### src/rtl/strobe_decoder.sv
module strobe_decoder #(
  parameter int SEL_W = 3
) (
  input  logic                clk_i,
  input  logic                rst_ni,
  input  logic                ce_i,
  input  logic                stb_a_i,
  input  logic                stb_b_i,
  input  logic [SEL_W-1:0]    sel_i,
  output logic [(1<<SEL_W)-1:0] line_o
);
  localparam int NOUT = 1 << SEL_W;

  logic a_last, b_last, win;
  logic a_fall, b_fall;

  assign a_fall = a_last & ~stb_a_i;
  assign b_fall = b_last & ~stb_b_i;

  always_ff @(posedge clk_i) begin
    if (!rst_ni) begin
      a_last <= 1'b0;
      b_last <= 1'b0;
    end else begin
      a_last <= stb_a_i;
      b_last <= stb_b_i;
    end
  end

  always_ff @(posedge clk_i) begin
    if (!rst_ni)      win <= 1'b0;
    else if (!ce_i)   win <= 1'b0;
    else if (stb_a_i) win <= 1'b0;
    else if (b_fall)  win <= 1'b0;
    else if (a_fall)  win <= 1'b1;
  end

  always_ff @(posedge clk_i) begin
    if (!rst_ni)           line_o <= '0;
    else if (ce_i && win)  line_o <= NOUT'(1) << sel_i;
    else                   line_o <= '0;
  end

  assert_onehot_R1: assert property (@(posedge clk_i) disable iff (!rst_ni)
    $onehot0(line_o));
  assert_decode_R9: assert property (@(posedge clk_i) disable iff (!rst_ni)
    (ce_i && win) |=> line_o == (NOUT'(1) << $past(sel_i)));
  assert_ce_blank_R2: assert property (@(posedge clk_i) disable iff (!rst_ni)
    !ce_i |=> (line_o == '0 && !win));
  assert_open_R3: assert property (@(posedge clk_i) disable iff (!rst_ni)
    (ce_i && a_fall && !b_fall) |=> win);
  assert_a_high_R4: assert property (@(posedge clk_i) disable iff (!rst_ni)
    stb_a_i |=> !win);
  assert_b_wins_R5: assert property (@(posedge clk_i) disable iff (!rst_ni)
    (a_fall && b_fall) |=> !win);
  assert_hold_R6: assert property (@(posedge clk_i) disable iff (!rst_ni)
    (ce_i && !stb_a_i && !stb_b_i && !a_last && !b_last) |=> $stable(win));
endmodule

### config.mk
export PLATFORM = sky130hd
export DESIGN_NAME = strobe_decoder
export DESIGN_NICKNAME = d
export VERILOG_FILES = /design/src/rtl/strobe_decoder.sv
export SDC_FILE = /design/constraint.sdc
export NUM_CORES = 1
export LEC_CHECK = 0
export ABC_CLOCK_PERIOD_IN_PS = 1120
export BUFFER_PORTS_ARGS = -buffer_cell sky130_fd_sc_hd__clkbuf_2
export CORE_AREA = 2 2 39 41
export CTS_CLUSTER_DIAMETER = 60
export CTS_CLUSTER_SIZE = 10
export DETAILED_ROUTE_END_ITERATION = 16
export DIE_AREA = 0 0 41 43
export GPL_TIMING_DRIVEN = 0
export PLACE_DENSITY_LB_ADDON = 0.15
export REMOVE_ABC_BUFFERS = 1
export SYNTH_ARGS = -nofsm -noshare
export SYNTH_HDL_FRONTEND = slang
export SYNTH_SLANG_ARGS = --single-unit
### constraint.sdc
create_clock -name clk_i -period 1.12 [get_ports clk_i]
set_clock_uncertainty 0.1 [all_clocks]
set_input_delay 0.224 -clock clk_i [delete_from_list [all_inputs] [get_ports clk_i]]
set_output_delay 0.224 -clock clk_i [all_outputs]
set_load 0.01 [all_outputs]
* Yosys cells after proc, flatten, opt, wreduce, memory -nomap -nowiden
Cells that the tools add are included.
** Cells by class
- Shift operators :: 1
- Bitwise gates (word level) :: 6
- Reduce and logical (&&, ||, !) cells :: 3
** Operators with widths (count)
- left shift 1 x 3 -> 8 bit, first input constant :: 1
- inverter 1 bit :: 4
- OR reduction 4 bit :: 1
- AND 1 bit :: 2
- AND reduction 2 bit :: 1
- logical AND 1 bit :: 1
** Word-level totals
- Flip-flop bits (word level) :: 11
- Bits of input ports :: 8
- Output and inout bits :: 8
- Word-level logic and storage cells :: 14

* Logic depth before layout (Yosys ltp)
- Depth after elaboration :: 3
- Mapped depth :: 2
- Depth with buffers taken out :: 2

* Least setup slack after synthesis
Ideal clock, no wire load.
- Path kind :: register to register
- From :: register win (netlist name)
- To :: register win
- Library setup time :: 0.103 ns
- Arrival :: 0.615 ns
- Required time :: 0.917 ns
- Slack :: 0.302 ns
- Stages on the path, launching flop included :: 3
- Path buffers :: 0
- Clock period less this slack :: 0.818 ns
- Cell sequence :: dfxtp_1 nor2_1 a2111oi_2
** RTL lines
- end signal, assigned :: line 31 : if (!rst_ni) win <= 1'b0;
- end signal, assigned :: line 32 : else if (!ce_i) win <= 1'b0;
- end signal, assigned :: line 33 : else if (stb_a_i) win <= 1'b0;
- end, declared :: line 14 : logic a_last, b_last, win;

* Worst setup path after layout
- From :: register line_o[3]
- To :: output line_o[3]
** RTL lines
- start, declared :: line 10 : output logic [(1<<SEL_W)-1:0] line_o
- start signal, assigned :: line 40 : else if (ce_i && win) line_o <= NOUT'(1) << sel_i;
No word-level cell between the ends.

==> metrics.yaml <==
run_status: "finished clean"
tightestPinTransition_ps: 255
ctsHoldBuffers: 0
final_layout_size_suffix_gt1_share_pct: 42.9
critPathLaunchType: "register"
relSlewSlack_pct: 83.0
cts_made_buffers: 3
rsz0062_at_grt: "no"
yosysWarnings: 0
path_buf_inv: 1
final-instance-count-excl-fill: 65
finalSetupViolCount: 0
drt_iter0_drc: 1
netlist_instances: 30
grt-busiest-layer: "met2"
place_congestion: 0.575
initial_core_util_pct: 23.5
overflow: 0
grt_use_met2_pct: 10.9
hold_class: "in2reg"
hold_slack_ps: 48.0
cts-root-buf: "clkbuf_4"
ant_nets: 0
routed_wl_um: 600
cap_violations: 0
cts_resized: 0
antenna_cells: 0
worstSkewPairLatency_ps: 260
syn-cell-area_um2: 325
grt_pass1_vias: 235
cp.required_ps: 800
p_clk_share_pct: 37.0
switching_share_pct: 19.8
cellPowerDensity_nw_per_um2: 1530
post-route-period-util_pct: 90.5
final.min_clock_period_ps: 1010
dp_hpwl_um: 526
seqPwrFrac_pct: 58.1
synth_seq_cells: 11
fp.dieW_um: 41
synth_area_leaders: "dfxtp_1 (68%), nor2_1 (8.1%), a2111oi_2 (4.6%)"
post-place-ws_ps: 161
die_h_um: 43
crit_arrival_ps: 690
cp_slowest_cell: "dfxtp_1"
nNetsFinal: 58
post_synth_num_cell_types: 10
layout_setup_ws_ps: 106
cts_num_sinks: 11
clk_pin_slew_ps: 70
max_stage_delay_ps: 310
p_int_w: 0.000549
p_switching_w: 0.000135
drt-vias-per-instance: 4.08
grt_pass1_wl_um: 862
synth_top_area_share_pct: 67.7
vdd_drop_max_mv: 0.545
dr_total_vias: 265
antenna_found_initial: 0
grt_start_max_net_pins: 7
ys_seq_area_share_pct: 67.7
p_leak_nw: 0.202
path_cells: "clkbuf_2"
cp_max_fo: 1
dp.cells: 61
yosysTopAreaCell: "dfxtp_1"
rows: 14
grtUsageTotal_pct: 7.97
firstDrtPassIters: 2
cts_setup_buffers: 0
power_frac_comb_pct: 4.9
met3_usage_pct: 3.14
area_delta_synth_final_pct: 37.3
path_class: "reg2out"
clockBufferDepth: 2
io_pins: 16
setup_tns_ps: 0
avgSynthCellArea_um2: 10.8
hold_violations: 0
htree_levels: 1
max_freq_mhz: 987
die-area_um2: 1760
cts_tree: "yes"
wire_per_inst_um: 9.23
path_delay_family: "flip-flops"
fp.coreArea_um2: 1380
met1_usage_pct: 8.50
cp-end-kind: "output port"
numPortBuffers: 15
drv_slew: 0
drc: 0
-- final cells by class --
| class | instances | area [µm²] |
|---|---|---|
| Timing Repair Buffer | 15 | 75.1 |
| Inverter | 1 | 3.75 |
| Multi-Input combinational cell | 18 | 101 |
| Sequential cell | 11 | 220 |
| Tap cell | 16 | 20.0 |
| Clock buffer | 4 | 26.3 |
| Fill cell | 159 | 937 |
-- power groups by stage --
stage	logic [W]	registers (W)	clock network, W
finish	0.0000339	0.000398	0.000253
global route	0.0000378	0.000398	0.000287
CTS	0.0000348	0.000398	0.000271
detailed placement	0.0000347	0.000407	0
global placement	0.0000320	0.000406	0
floorplan	0.0000130	0.000406	0
-- flip-flops by register name, summed over array words and instances, names as in the netlist --
register  count
win           1
line_o        8
b_last        1
a_last        1
-- metal layers --
metal	wire length (µm)	share of wire, %	vias up
li1	-	-	136
met1	230	38	113
met2	290	48	14
met3	75	13	2
met4	4	0.67	0
met5	0	0	-
-- layout by cell type (no fill, tap or decap) --
master,netlist,routed
inv_1,1,1
nand2b_1,2,2
and2_2,2,2
dfxtp_1,11,11
clkbuf_4,0,3
nand2_1,2,2
nor3_1,2,2
a2111oi_2,1,1
nor2_1,7,7
nand4b_1,1,1
clkbuf_2,0,15
nand4_1,1,1
clkbuf_1,0,1
-- Yosys cell counts --
cell       instances
dfxtp_1           11
nor2_1             7
and2_2             2
nand2_1            2
nand2b_1           2
nor3_1             2
a2111oi_2          1
inv_1              1
nand4_1            1
nand4b_1           1
-- cell families after synthesis --
group	synth area share, %
AOI/OAI and AO/OA	4.61
buffers and inverters	1.15
DFF	67.7
and+or+nand+nor	26.5
-- through the flow --
step	area (µm²)	utilization [%]	total power [W]
floorplan	325	-	0.000419
global placement	420	30.4	0.000438
detailed placement	420	30.4	0.000442
CTS	447	32.3	0.000704
global route	447	32.3	0.000723
finish	447	32.3	0.000685
-- final timing paths --
check / startpoint / endpoint / slack [ps] / cells past startpoint
max: line_o[3] / line_o[3] / 110 / 1
min: stb_a_i / win / 50 / 2
max reg2reg: win / win / 240 / 2
min reg2reg: b_last / win / 340 / 1
Power figures use the tool's default switching activity.
